### src/rtl/tsimd_vfu_pkg.sv
package tsimd_vfu_pkg;

    typedef enum logic [1:0] {
        OP_ADD  = 2'd0,
        OP_MUL  = 2'd1,
        OP_SIG  = 2'd2,
        OP_TANH = 2'd3
    } vop_e;

    typedef enum logic [1:0] {
        ST_IDLE,
        ST_ISSUE,
        ST_DRAIN,
        ST_FINISH
    } vstate_e;

endpackage

### src/rtl/tsimd_vfu_nl_rom.sv
module tsimd_vfu_nl_rom #(
    parameter int DW     = 16,
    parameter int FRAC_W = 12,
    parameter int LUT_AW = 8
) (
    input  logic              clk,
    input  logic              sel_tanh,
    input  logic [LUT_AW-1:0] idx,
    output logic [DW-1:0]     q
);
    localparam int STEP_SH = DW - LUT_AW;   // raw weight of one index step
    localparam int ONE     = 1 << FRAC_W;

    // Hard-linear approximations, evaluated per entry; the result is a ROM.
    function automatic logic [DW-1:0] entry(input logic tsel, input logic [LUT_AW-1:0] i);
        logic signed [31:0] k;
        logic signed [31:0] v;
        k = 32'(signed'(i));
        if (tsel) begin
            v = k * (32'sd1 <<< STEP_SH);
            if (v > 32'(ONE))  v = 32'(ONE);
            if (v < -32'(ONE)) v = -32'(ONE);
        end else begin
            v = 32'(ONE / 2) + k * (32'sd1 <<< (STEP_SH - 2));
            if (v > 32'(ONE)) v = 32'(ONE);
            if (v < 0)        v = 0;
        end
        return v[DW-1:0];
    endfunction

    always_ff @(posedge clk) begin
        q <= entry(sel_tanh, idx);
    end

endmodule

### src/rtl/tsimd_vfu_lane.sv
module tsimd_vfu_lane
    import tsimd_vfu_pkg::*;
#(
    parameter int DW     = 16,
    parameter int FRAC_W = 12,
    parameter int LUT_AW = 8
) (
    input  logic                 clk,
    input  logic                 rst_n,
    input  vop_e                 op,
    input  logic signed [DW-1:0] a,
    input  logic signed [DW-1:0] b,
    output logic        [DW-1:0] res
);
    localparam logic [DW-1:0] MAXV = {1'b0, {(DW-1){1'b1}}};
    localparam logic [DW-1:0] MINV = {1'b1, {(DW-1){1'b0}}};

    logic signed [DW:0]     sum_w;
    logic signed [2*DW-1:0] prod_w;
    logic signed [2*DW-1:0] prod_sh;
    logic        [DW:0]     prod_hi;
    logic        [DW-1:0]   sum_sat;
    logic        [DW-1:0]   mul_sat;
    logic        [DW-1:0]   arith_c;
    logic        [DW-1:0]   arith_q;
    logic        [DW-1:0]   rom_q;

    always_comb begin
        sum_w   = {a[DW-1], a} + {b[DW-1], b};
        sum_sat = (sum_w[DW] != sum_w[DW-1]) ? (sum_w[DW] ? MINV : MAXV)
                                             : sum_w[DW-1:0];
        prod_w  = a * b;
        prod_sh = prod_w >>> FRAC_W;
        prod_hi = prod_sh[2*DW-1:DW-1];
        if ((prod_hi == '0) || (&prod_hi)) mul_sat = prod_sh[DW-1:0];
        else                               mul_sat = prod_sh[2*DW-1] ? MINV : MAXV;
        arith_c = (op == OP_MUL) ? mul_sat : sum_sat;
    end

    always_ff @(posedge clk) begin
        arith_q <= arith_c;
    end

    tsimd_vfu_nl_rom #(
        .DW    (DW),
        .FRAC_W(FRAC_W),
        .LUT_AW(LUT_AW)
    ) u_rom (
        .clk     (clk),
        .sel_tanh(op == OP_TANH),
        .idx     (a[DW-1 -: LUT_AW]),
        .q       (rom_q)
    );

    assign res = ((op == OP_SIG) || (op == OP_TANH)) ? rom_q : arith_q;

    AST_ADD_SIGN: assert property (@(posedge clk) disable iff (!rst_n)
        (op == OP_ADD && a[DW-1] == b[DW-1]) |=> (arith_q[DW-1] == $past(a[DW-1])))
        else $error("add result sign wrong");

    AST_MUL_SIGN: assert property (@(posedge clk) disable iff (!rst_n)
        (op == OP_MUL && a != '0 && b != '0 && a[DW-1] != b[DW-1]) |=> arith_q[DW-1])
        else $error("mul result sign wrong");

endmodule

### src/rtl/tsimd_vfu_seq.sv
module tsimd_vfu_seq
    import tsimd_vfu_pkg::*;
#(
    parameter int LANES = 1,
    parameter int AW    = 8,
    parameter int LEN_W = 8
) (
    input  logic             clk,
    input  logic             rst_n,
    input  logic             issue_valid,
    input  logic [1:0]       issue_op,
    input  logic [AW-1:0]    issue_dst,
    input  logic [AW-1:0]    issue_src_a,
    input  logic [AW-1:0]    issue_src_b,
    input  logic [LEN_W-1:0] issue_len,
    output logic             busy,
    output logic             done,
    output vop_e             op_o,
    output logic [LANES-1:0] rd_en,
    output logic [AW-1:0]    rd_a_base,
    output logic [AW-1:0]    rd_b_base,
    output logic [LANES-1:0] wr_en,
    output logic [AW-1:0]    wr_base
);
    localparam int IDX_W = LEN_W + 2;

    vstate_e          state, state_nx;
    logic [IDX_W-1:0] idx_q, idx_next, len_ext;
    logic [LEN_W-1:0] len_q;
    logic [AW-1:0]    dst_q, srca_q, srcb_q;
    vop_e             op_q;
    logic             accept, last_issue;
    logic [LANES-1:0] lane_live;
    logic             s1_valid, s1_last, s2_valid, s2_last;
    logic [LANES-1:0] s1_mask, s2_mask;
    logic [IDX_W-1:0] s1_idx, s2_idx;

    assign len_ext    = IDX_W'(len_q);
    assign idx_next   = idx_q + IDX_W'(LANES);
    assign last_issue = (idx_next >= len_ext);
    assign accept     = issue_valid && !busy;

    for (genvar j = 0; j < LANES; j++) begin : g_live
        assign lane_live[j] = (idx_q + IDX_W'(j)) < len_ext;
    end

    // next state
    always_comb begin
        state_nx = state;
        unique case (state)
            ST_IDLE, ST_FINISH: begin
                if (accept) state_nx = (issue_len == '0) ? ST_FINISH : ST_ISSUE;
                else        state_nx = ST_IDLE;
            end
            ST_ISSUE: if (last_issue)           state_nx = ST_DRAIN;
            ST_DRAIN: if (s2_valid && s2_last)  state_nx = ST_FINISH;
            default:                            state_nx = ST_IDLE;
        endcase
    end

    // state register
    always_ff @(posedge clk or negedge rst_n) begin
        if (!rst_n) state <= ST_IDLE;
        else        state <= state_nx;
    end

    // outputs
    always_comb begin
        busy      = (state == ST_ISSUE) || (state == ST_DRAIN);
        done      = (state == ST_FINISH);
        op_o      = op_q;
        rd_en     = (state == ST_ISSUE) ? lane_live : '0;
        rd_a_base = srca_q + AW'(idx_q);
        rd_b_base = srcb_q + AW'(idx_q);
        wr_en     = s2_valid ? s2_mask : '0;
        wr_base   = dst_q + AW'(s2_idx);
    end

    // instruction registers and pipeline control
    always_ff @(posedge clk or negedge rst_n) begin
        if (!rst_n) begin
            idx_q    <= '0;
            len_q    <= '0;
            dst_q    <= '0;
            srca_q   <= '0;
            srcb_q   <= '0;
            op_q     <= OP_ADD;
            s1_valid <= 1'b0;
            s1_last  <= 1'b0;
            s1_mask  <= '0;
            s1_idx   <= '0;
            s2_valid <= 1'b0;
            s2_last  <= 1'b0;
            s2_mask  <= '0;
            s2_idx   <= '0;
        end else begin
            if (accept) begin
                idx_q  <= '0;
                len_q  <= issue_len;
                dst_q  <= issue_dst;
                srca_q <= issue_src_a;
                srcb_q <= issue_src_b;
                op_q   <= vop_e'(issue_op);
            end else if (state == ST_ISSUE) begin
                idx_q  <= idx_next;
            end
            s1_valid <= (state == ST_ISSUE);
            s1_last  <= last_issue;
            s1_mask  <= lane_live;
            s1_idx   <= idx_q;
            s2_valid <= s1_valid;
            s2_last  <= s1_last;
            s2_mask  <= s1_mask;
            s2_idx   <= s1_idx;
        end
    end

    AST_HOLD_WHILE_BUSY: assert property (@(posedge clk) disable iff (!rst_n)
        busy |=> ($stable(len_q) && $stable(dst_q) && $stable(op_q)))
        else $error("instruction changed while busy");

    AST_ZERO_LEN: assert property (@(posedge clk) disable iff (!rst_n)
        (accept && issue_len == '0) |=> (done && !busy && wr_en == '0))
        else $error("zero-length instruction misbehaved");

    AST_DONE_AFTER_BUSY: assert property (@(posedge clk) disable iff (!rst_n)
        $fell(busy) |-> done)
        else $error("done missing after busy");

    AST_WR_IN_BUSY: assert property (@(posedge clk) disable iff (!rst_n)
        (wr_en != '0) |-> busy)
        else $error("write outside busy window");

endmodule

### src/rtl/tsimd_vfu.sv
module tsimd_vfu
    import tsimd_vfu_pkg::*;
#(
    parameter int LANES  = 1,
    parameter int DW     = 16,
    parameter int FRAC_W = 12,
    parameter int AW     = 8,
    parameter int LEN_W  = 8,
    parameter int LUT_AW = 8
) (
    input  logic                clk,
    input  logic                rst_n,
    input  logic                issue_valid,
    input  logic [1:0]          issue_op,
    input  logic [AW-1:0]       issue_dst,
    input  logic [AW-1:0]       issue_src_a,
    input  logic [AW-1:0]       issue_src_b,
    input  logic [LEN_W-1:0]    issue_len,
    output logic                busy,
    output logic                done,
    output logic [LANES-1:0]    rd_en,
    output logic [LANES*AW-1:0] rd_a_addr,
    output logic [LANES*AW-1:0] rd_b_addr,
    input  logic [LANES*DW-1:0] rd_a_data,
    input  logic [LANES*DW-1:0] rd_b_data,
    output logic [LANES-1:0]    wr_en,
    output logic [LANES*AW-1:0] wr_addr,
    output logic [LANES*DW-1:0] wr_data
);
    localparam int ONE = 1 << FRAC_W;

    vop_e          op;
    logic [AW-1:0] rd_a_base, rd_b_base, wr_base;

    tsimd_vfu_seq #(
        .LANES(LANES),
        .AW   (AW),
        .LEN_W(LEN_W)
    ) u_seq (
        .clk        (clk),
        .rst_n      (rst_n),
        .issue_valid(issue_valid),
        .issue_op   (issue_op),
        .issue_dst  (issue_dst),
        .issue_src_a(issue_src_a),
        .issue_src_b(issue_src_b),
        .issue_len  (issue_len),
        .busy       (busy),
        .done       (done),
        .op_o       (op),
        .rd_en      (rd_en),
        .rd_a_base  (rd_a_base),
        .rd_b_base  (rd_b_base),
        .wr_en      (wr_en),
        .wr_base    (wr_base)
    );

    for (genvar j = 0; j < LANES; j++) begin : g_lane
        assign rd_a_addr[j*AW +: AW] = rd_a_base + AW'(j);
        assign rd_b_addr[j*AW +: AW] = rd_b_base + AW'(j);
        assign wr_addr[j*AW +: AW]   = wr_base + AW'(j);

        tsimd_vfu_lane #(
            .DW    (DW),
            .FRAC_W(FRAC_W),
            .LUT_AW(LUT_AW)
        ) u_lane (
            .clk  (clk),
            .rst_n(rst_n),
            .op   (op),
            .a    (rd_a_data[j*DW +: DW]),
            .b    (rd_b_data[j*DW +: DW]),
            .res  (wr_data[j*DW +: DW])
        );
    end

    AST_WR_ASCEND: assert property (@(posedge clk) disable iff (!rst_n)
        (wr_en[0] && $past(wr_en[0])) |-> (wr_addr[AW-1:0] == $past(wr_addr[AW-1:0]) + AW'(LANES)))
        else $error("write address not ascending");

    AST_SIG_RANGE: assert property (@(posedge clk) disable iff (!rst_n)
        (wr_en[0] && op == OP_SIG) |->
            ($signed(wr_data[DW-1:0]) >= 0 && $signed(wr_data[DW-1:0]) <= ONE))
        else $error("sigmoid out of range");

    AST_TANH_RANGE: assert property (@(posedge clk) disable iff (!rst_n)
        (wr_en[0] && op == OP_TANH) |->
            ($signed(wr_data[DW-1:0]) >= -ONE && $signed(wr_data[DW-1:0]) <= ONE))
        else $error("tanh out of range");

endmodule

### config.mk
export PLATFORM = sky130hd
export DESIGN_NAME = tsimd_vfu
export DESIGN_NICKNAME = d
export VERILOG_FILES = /design/src/rtl/tsimd_vfu_pkg.sv /design/src/rtl/tsimd_vfu_nl_rom.sv /design/src/rtl/tsimd_vfu_lane.sv /design/src/rtl/tsimd_vfu_seq.sv /design/src/rtl/tsimd_vfu.sv
export SDC_FILE = /design/constraint.sdc
export NUM_CORES = 1
export LEC_CHECK = 0
export ABC_AREA = 1
export BUFFER_PORTS_ARGS = -buffer_cell sky130_fd_sc_hd__buf_2
export CORE_MARGIN = 2
export CORE_UTILIZATION = 30
export CTS_CLUSTER_DIAMETER = 50
export DETAILED_ROUTE_END_ITERATION = 8
export SETUP_SLACK_MARGIN = 0.2
export SLEW_MARGIN = 20
export SYNTH_ARGS = -nofsm -noshare
export SYNTH_HDL_FRONTEND = slang
export SYNTH_SLANG_ARGS = --single-unit
export TNS_END_PERCENT = 10
### constraint.sdc
create_clock -name clk -period 6 [get_ports clk]
set_input_delay 0.9 -clock clk [delete_from_list [all_inputs] [get_ports clk]]
set_output_delay 0.9 -clock clk [all_outputs]
set_load 0.1 [all_outputs]
==> parameters.txt, run 1 <==
Parameter                              Value

Outcome
  Status    finished with violations
  Failing checks    setup timing

Yosys
  Synth unique cells    48
  Commonest register cell after synthesis    sky130_fd_sc_hd__dfrtp_1
  Number of storage elements in the synthesis netlist    94
  Portion of the post-synthesis area used by sequential elements    0.138
  Fraction of registers with async set or reset after synthesis    0.723
  Ys Warns    0
  Synthesized area    16100 um2
  Post-synthesis cell count    2019
  Post-synth EDFFs    0
  Post-synthesis area per instance    7.95 um2
  Syn Nets    2491

Final layout
  Share of post-route cells with drive strength above 1    0.221
  Area delta synth->final    25.2%
  Filler Cell Count    5371
  Commonest non-fill, non-tap cells in the layout    sky130_fd_sc_hd__inv_1, sky130_fd_sc_hd__nand2_1, sky130_fd_sc_hd__fa_1
  Number of diodes    0
  Nets@finish    2762
  Most common library cell in the layout ignoring fill and taps    sky130_fd_sc_hd__inv_1

Timing
  Transition at the pin with the smallest max-transition slack    1.04 ns
  Fmax    163 MHz
  Final Setup Violations    15
  Unrepaired setup endpoints after global routing    true
  Max-slew violation total from the final report    0
  Max-slew headroom    0.304
  Endpoints failing hold    0
  Tmin final    6.15 ns
  Share of the clock period used by the worst path after layout    1.03
  Crit path setup slack, layout    -0.151 ns
  Clock Skews    0.00882 ns

Floorplanning
  Overall die area    55400 um2
  Total number of placement rows    84
  Initial cell density of the core    0.304
  Vertical die dimension    235 um
  Number of top-level design ports    113
  Floorplan core area    52800 um2
  Die X-Extent    235 um

Routing
  TritonRoute pass-1 iters    5
  Vias    13400
  Via density    4.49
  Residual antenna-violating net count after detailed routing    0
  Final Routed Wirelength    45.8 mm
  Avg WL per Cell    15.3 um
  # DRC    0
  Starting DRC count in detailed routing    646

CTS
  TritonCTS clock tree    yes
  Num CTS Buffers    9
  Sinks on the clock net    94
  Root buffer cell    sky130_fd_sc_hd__clkbuf_16
  Register clock-pin slew on the reported worst setup and hold paths    0.07 ns
  Number of buffers between clock root and the deepest sink    2
  Quantity of hold-fixing buffers added after cts    0
  Max H-tree Level    3
  Clock latency of the later-clocked register in the worst-skew pair    0.35 ns

Global routing
  Global-route usage over all layers    0.170
  Global-route wire length before repair    75.1 mm
  Largest net degree at the start of global routing    69
  Via count of the first global-routing pass    14400
  Overflow left after global routing    0
  Antenna violations before repair    0

Worst setup path
  Critical setup path kind    primary input to flop
  Critical path data required time    6.24 ns
  Kind of launch point of the worst setup path    primary input
  Critical path peak fanout    12
  Arrival time at the worst endpoint    6.39 ns
  CP endpoint kind    flop

Worst hold path
  Class of the tightest hold or removal check    flop to flop

Placement
  Sum of net half-perimeters after detailed placement    39.2 mm
  Port-buffer cells    112
  Pre-CTS worst setup slack    -0.861 ns
  Placer Congestion    0.915

Run
  Maxcap violations    0
-- routing by layer --
layer / GRT usage / wire length, um
met1: 0.212 / 19700
met2: 0.305 / 22800
met3: 0.0225 / 1740
met4: 0.0535 / 1480
met5: 0 / 0
-- flip-flops by register name, summed over array words and instances (netlist names), 2 cells and up --
signal / cells
g_lane.u_lane.arith_q: 16
g_lane.u_lane.u_rom.q: 10
u_seq.idx_q: 10
u_seq.dst_q: 8
u_seq.len_q: 8
u_seq.s1_idx: 8
u_seq.s2_idx: 8
u_seq.srca_q: 8
u_seq.srcb_q: 8
u_seq.op_o: 2
u_seq.state: 2
-- Yosys cell counts, types with 3 or more instances --
cell,number,share of area
sky130_fd_sc_hd__o21ai_0,37,0.012
sky130_fd_sc_hd__xnor2_1,19,0.010
sky130_fd_sc_hd__buf_4,3,0.0014
sky130_fd_sc_hd__fa_1,265,0.33
sky130_fd_sc_hd__nand4_1,3,0.0012
sky130_fd_sc_hd__nand3_1,51,0.016
sky130_fd_sc_hd__and2_1,4,0.0016
sky130_fd_sc_hd__a21oi_1,101,0.031
sky130_fd_sc_hd__clkbuf_1,43,0.010
sky130_fd_sc_hd__nor3_1,10,0.0031
sky130_fd_sc_hd__nor2_1,89,0.021
sky130_fd_sc_hd__nand2_2,9,0.0035
sky130_fd_sc_hd__o21ai_2,3,0.0016
sky130_fd_sc_hd__buf_2,3,0.00093
sky130_fd_sc_hd__inv_1,564,0.13
sky130_fd_sc_hd__dfxtp_1,26,0.032
sky130_fd_sc_hd__a31oi_1,5,0.0019
sky130_fd_sc_hd__nand2_1,450,0.11
sky130_fd_sc_hd__dfrtp_1,68,0.11
sky130_fd_sc_hd__mux2_2,33,0.023
sky130_fd_sc_hd__buf_1,3,0.00070
sky130_fd_sc_hd__o22ai_1,8,0.0031
sky130_fd_sc_hd__nor3_2,4,0.0025
sky130_fd_sc_hd__xor2_1,41,0.022
sky130_fd_sc_hd__nand3b_1,4,0.0019
sky130_fd_sc_hd__ha_1,138,0.11
sky130_fd_sc_hd__nor4_1,3,0.0012
sky130_fd_sc_hd__a21o_1,3,0.0014
sky130_fd_sc_hd__o21bai_1,4,0.0019
-- final timing paths --
kind | start | depth (start not counted) | endpoint | slack (ns)
setup / recovery | rd_a_data[15] | 27 | g_lane[0].u_lane.arith_q[7] | -0.15
hold / removal | u_seq.s1_valid | 0 | u_seq.s2_valid | 0.35
setup reg to reg | u_seq.idx_q[1] | 13 | u_seq.state[0] | 3.16
hold reg to reg | u_seq.s1_valid | 0 | u_seq.s2_valid | 0.35
max in group asynchronous | rst_n | 2 | u_seq.srca_q[6] | 4.69
min in group asynchronous | rst_n | 2 | u_seq.s2_idx[0] | 0.75
-- through the flow --
| stage | util | cell area, um2 | std cells | setup TNS, ns | hold WS [ns] |
|---|---|---|---|---|---|
| 2_1_floorplan | - | 16300 | 2019 | -3.65 | 0.331 |
| 3_3_place_gp | 0.358 | 18900 | 2952 | -11.05 | 0.331 |
| 3_5_place_dp | 0.358 | 18900 | 2952 | -12.99 | 0.336 |
| 4_1_cts | 0.379 | 20000 | 2982 | -1.11 | 0.350 |
| 5_1_grt | 0.381 | 20100 | 2983 | -5.92 | 0.356 |
| 6_report | 0.381 | 20100 | 2983 | -1.98 | 0.346 |
-- logic make-up after synthesis --
group	after synthesis	synth area share
fa+ha+maj	403	0.438
simple gates	635	0.160
mux	33	0.0231
xor+xnor	61	0.0337
buf+inv	620	0.147
flops	94	0.138
compound gates	173	0.0596
-- repair_timing --
| item | in CTS | in global routing |
|---|---|---|
| gates resized for setup | 167 | 21 |
| pin swaps | 89 | 26 |
| gates cloned | 3 | 0 |
| setup buffers | 11 | 1 |
| endpoints found under the setup margin | 16 | 16 |
-- final cells by class --
type	instances	area, um2	share of cell area
clock inverter	2	41.3	0.00205
clock buffer	14	308	0.0153
tap	688	861	0.0428
inverter	566	2130	0.106
multi-input combinational	1306	12100	0.602
timing repair buffer	313	2440	0.121
sequential	94	2220	0.111
-- worst max-delay path, cell delays in order --
cell and delay [ns]:
sky130_fd_sc_hd__buf_8 0.13, sky130_fd_sc_hd__nand2_2 0.07, sky130_fd_sc_hd__inv_1 0.06, sky130_fd_sc_hd__fa_2 0.67, sky130_fd_sc_hd__buf_4 0.14, sky130_fd_sc_hd__fa_1 0.45
sky130_fd_sc_hd__fa_2 0.56, sky130_fd_sc_hd__fa_1 0.44, sky130_fd_sc_hd__fa_1 0.54, sky130_fd_sc_hd__inv_1 0.05, sky130_fd_sc_hd__fa_1 0.53, sky130_fd_sc_hd__inv_1 0.07
sky130_fd_sc_hd__ha_4 0.26, sky130_fd_sc_hd__nand2_2 0.08, sky130_fd_sc_hd__inv_1 0.05, sky130_fd_sc_hd__a21oi_2 0.16, sky130_fd_sc_hd__nand2_1 0.09, sky130_fd_sc_hd__a21oi_2 0.17
sky130_fd_sc_hd__nand2_1 0.07, sky130_fd_sc_hd__nand2_1 0.08, sky130_fd_sc_hd__nand2_2 0.08, sky130_fd_sc_hd__nor2_4 0.10, sky130_fd_sc_hd__nand3_4 0.10, sky130_fd_sc_hd__a21oi_4 0.19
sky130_fd_sc_hd__buf_6 0.14, sky130_fd_sc_hd__buf_16 0.11, sky130_fd_sc_hd__a21oi_1 0.07
Power of run 1 is not shown: default switching activity piles up to over one toggle a cycle in this logic, so the estimate is an artifact.
==> run 2: changes to the inputs <==
- ABC_AREA: 1 -> 0
==> parameters.txt, run 2 <==
Parameter                              Value

Yosys
  Number of storage elements in the synthesis netlist    94 (unchanged)
  List of most frequent post-synthesis cells    sky130_fd_sc_hd__inv_1, sky130_fd_sc_hd__fa_1, sky130_fd_sc_hd__nand2_1, sky130_fd_sc_hd__ha_1, sky130_fd_sc_hd__and2_1
  Fraction of registers with async set or reset after synthesis    0.723 (unchanged)
  Area share of the largest cell type after synthesis    0.349 (+0.0189)
  Portion of the post-synthesis area used by sequential elements    0.146 (+0.00792)
  Post-synthesis cell count    1655 (-18%)
  Synth unique cells    64 (+33%)
  Main combinational cell family by area after synthesis    adder cells
  Synthesized area    15200 um2 (-5.4%)
  Portion of netlist area occupied by mux cells    0.0101 (-0.0131)
  Area fraction in compound gates after synthesis    0.0883 (+0.0287)
  Adder-cell share of the synthesized area    0.463 (+0.0251)
  Ys Warns    0 (unchanged)
  Post-synth EDFFs    0 (unchanged)
  Commonest register cell after synthesis    sky130_fd_sc_hd__dfrtp_1
  Leading post-synthesis cells by cell area    sky130_fd_sc_hd__fa_1, sky130_fd_sc_hd__ha_1, sky130_fd_sc_hd__dfrtp_1, sky130_fd_sc_hd__inv_1, sky130_fd_sc_hd__nand2_1
  Cell type with the highest aggregate area in the netlist    sky130_fd_sc_hd__fa_1
  Most frequently used cell type in the post-synthesis netlist    sky130_fd_sc_hd__inv_1
  Xor/xnor share of the synthesized area    0.0448 (+0.0111)
  Synth Area in Simple Gates    0.147 (-0.0136)
  Syn Nets    2127 (-15%)
  Post-synthesis area per instance    9.18 um2 (+15%)

Worst setup path
  Critical path data required time    6.25 ns (about the same)
  CP endpoint kind    flop
  Stage delay of the slowest cell on the critical path    0.64 ns (-0.03 ns)
  Critical Path, Cell by Cell    buf_6 -> nand2_1 -> inv_2 -> fa_2 -> buf_4 -> fa_1 -> fa_1 -> fa_1 -> fa_1 -> inv_1 -> fa_1 -> inv_2 -> ha_4 -> a21oi_2 -> nand2_1 -> buf_4 -> buf_4 -> nor3_2 -> o22ai_1 -> a21oi_2 -> nor3_1 -> a211o_1 -> o41a_4 -> a221oi_4
  Crit path top cell by count    sky130_fd_sc_hd__fa_1
  Kind of launch point of the worst setup path    primary input
  Critical setup path kind    primary input to flop
  Crit path max-delay cell type    sky130_fd_sc_hd__fa_2
  Arrival time at the worst endpoint    6.87 ns (+0.48 ns)
  Critical path peak fanout    8 (-4)

Placement
  Pre-CTS worst setup slack    -1.36 ns (-0.500 ns)
  Cells after DPL    2568 (-13%)
  Placer Congestion    0.878 (-4.0%)
  Sum of net half-perimeters after detailed placement    35.7 mm (-8.8%)
  Port-buffer cells    112 (unchanged)

Run
  Maxcap violations    0 (unchanged)

Routing
  TritonRoute pass-1 iters    5 (unchanged)
  Final Routed Wirelength    42.1 mm (-8.0%)
  Via density    4.55 (+1.3%)
  Vias    11800 (-12%)
  Avg WL per Cell    16.2 um (+5.3%)
  Residual antenna-violating net count after detailed routing    0 (unchanged)
  # DRC    0 (unchanged)
  Starting DRC count in detailed routing    544 (-16%)

Timing
  Tmin final    6.61 ns (+0.462 ns)
  Fmax    151 MHz (-7.0%)
  Crit path setup slack, layout    -0.613 ns (-0.462 ns)
  Clock Skews    0.0118 ns (+0.00298 ns)
  Max-slew violation total from the final report    0 (unchanged)
  Endpoints failing hold    0 (unchanged)
  Unrepaired setup endpoints after global routing    true
  Final Setup Violations    16 (+1)
  Transition at the pin with the smallest max-transition slack    1.00 ns (-0.0347 ns)
  Share of the clock period used by the worst path after layout    1.10 (+0.0771)
  Worst Hold Slack    0.342 ns (-0.00459 ns)
  Max-slew headroom    0.328 (+0.0239)

CTS
  TritonCTS clock tree    yes
  Number of buffers between clock root and the deepest sink    2 (unchanged)
  Register clock-pin slew on the reported worst setup and hold paths    0.08 ns (about the same)
  Quantity of hold-fixing buffers added after cts    0 (unchanged)
  Clock latency of the later-clocked register in the worst-skew pair    0.35 ns (about the same)
  Root buffer cell    sky130_fd_sc_hd__clkbuf_16
  Max H-tree Level    3 (unchanged)
  Sinks on the clock net    94 (unchanged)
  Num CTS Buffers    9 (unchanged)

Global routing
  Via count of the first global-routing pass    13300 (-7.8%)
  Global-route usage over all layers    0.166 (-0.00431)
  Overflow left after global routing    0 (unchanged)
  Largest net degree at the start of global routing    69 (unchanged)
  Antenna violations before repair    0 (unchanged)
  Global-route wire length before repair    69.4 mm (-7.7%)

Outcome
  Status    finished with violations
  Failing checks    setup timing

Final layout
  Most common library cell in the layout ignoring fill and taps    sky130_fd_sc_hd__inv_1
  Non-filler instance count after layout    2605 (-13%)
  Share of post-route cells with drive strength above 1    0.228 (+0.00679)
  Area delta synth->final    25.1%
  Nets@finish    2400 (-13%)
  Commonest non-fill, non-tap cells in the layout    sky130_fd_sc_hd__inv_1, sky130_fd_sc_hd__fa_1, sky130_fd_sc_hd__nand2_1
  Number of diodes    0 (unchanged)
  Register containing the most flip-flops in the final layout    g_lane.u_lane.arith_q
  Number of flip-flops in the largest register    16 (unchanged)
  Biggest registers after layout    g_lane.u_lane.arith_q: 16 flops, g_lane.u_lane.u_rom.q: 10 flops, u_seq.idx_q: 10 flops

Floorplanning
  Initial cell density of the core    0.303 (-0.00100)
  Floorplan core area    50100 um2 (-5.1%)
  Die X-Extent    229 um (-2.7%)
  Total number of placement rows    82 (-2.4%)
  Overall die area    52400 um2 (-5.3%)
  Vertical die dimension    229 um (-2.7%)
  Number of top-level design ports    113 (unchanged)

Worst hold path
  Class of the tightest hold or removal check    flop to flop
run 2: logic make-up after synthesis:
kind of cell,Yosys count
simple gates,467
flops,94
mux,14
compound gates,200
buf+inv,404
fa+ha+maj,403
xor+xnor,73
run 2: area by class of cell:
type | count | area, um2
well taps | 672 | 841
clock inverters | 6 | 77.6
fillers | 5071 | 31100
multi-input cells | 1159 | 11900
repair buffers | 315 | 2400
flip-flops and latches | 94 | 2220
clock buffers | 10 | 229
inverters | 349 | 1320
run 2: what timing repair did:
action,4_1_cts,5_1_grt
resized for setup,99,32
endpoints found under the setup margin,16,16
setup buffers,9,10
pin swaps,77,31
hold endpoints to repair,0,0
gates cloned,2,0
run 2: stage by stage:
step / TNS (ns) / cell area (um2) / utilization
after floorplan: -9.89 / 15300 / -
after global placement: -15.72 / 18000 / 0.360
after detailed placement: -17.11 / 18000 / 0.360
after CTS: -8.66 / 18800 / 0.375
after global routing: -12.38 / 19000 / 0.379
final: -8.46 / 19000 / 0.379
run 2: path summary, 6_finish.rpt:
path | cells after the start | endpoint | start | slack (ns)
max in group asynchronous | 2 | u_seq.dst_q[4] | rst_n | 4.71
setup reg to reg | 10 | u_seq.state[0] | u_seq.idx_q[2] | 3.18
hold reg to reg | 0 | u_seq.s2_valid | u_seq.s1_valid | 0.34
setup / recovery | 24 | g_lane[0].u_lane.arith_q[14] | rd_b_data[1] | -0.61
min in group asynchronous | 2 | u_seq.state[0] | rst_n | 0.73
hold / removal | 0 | u_seq.s2_valid | u_seq.s1_valid | 0.34
run 2: worst max-delay path, delay by kind of cell:
family	cells	cell delay (ns)
AND/OR/NAND/NOR	4	0.44
AO/OA/AOI/OAI	6	1.55
adder cells (fa/ha/maj)	7	3.29
buffers and inverters	7	0.69
run 2: layer usage:
| metal | up-vias | wire (um) | track usage |
|---|---|---|---|
| met5 | - | 0 | 0 |
| met2 | 251 | 21200 | 0.298 |
| li1 | 5621 | - | - |
| met1 | 5920 | 18400 | 0.212 |
| met4 | 0 | 937 | 0.0434 |
| met3 | 52 | 1590 | 0.0186 |
Power of run 2 is left out for the same reason.
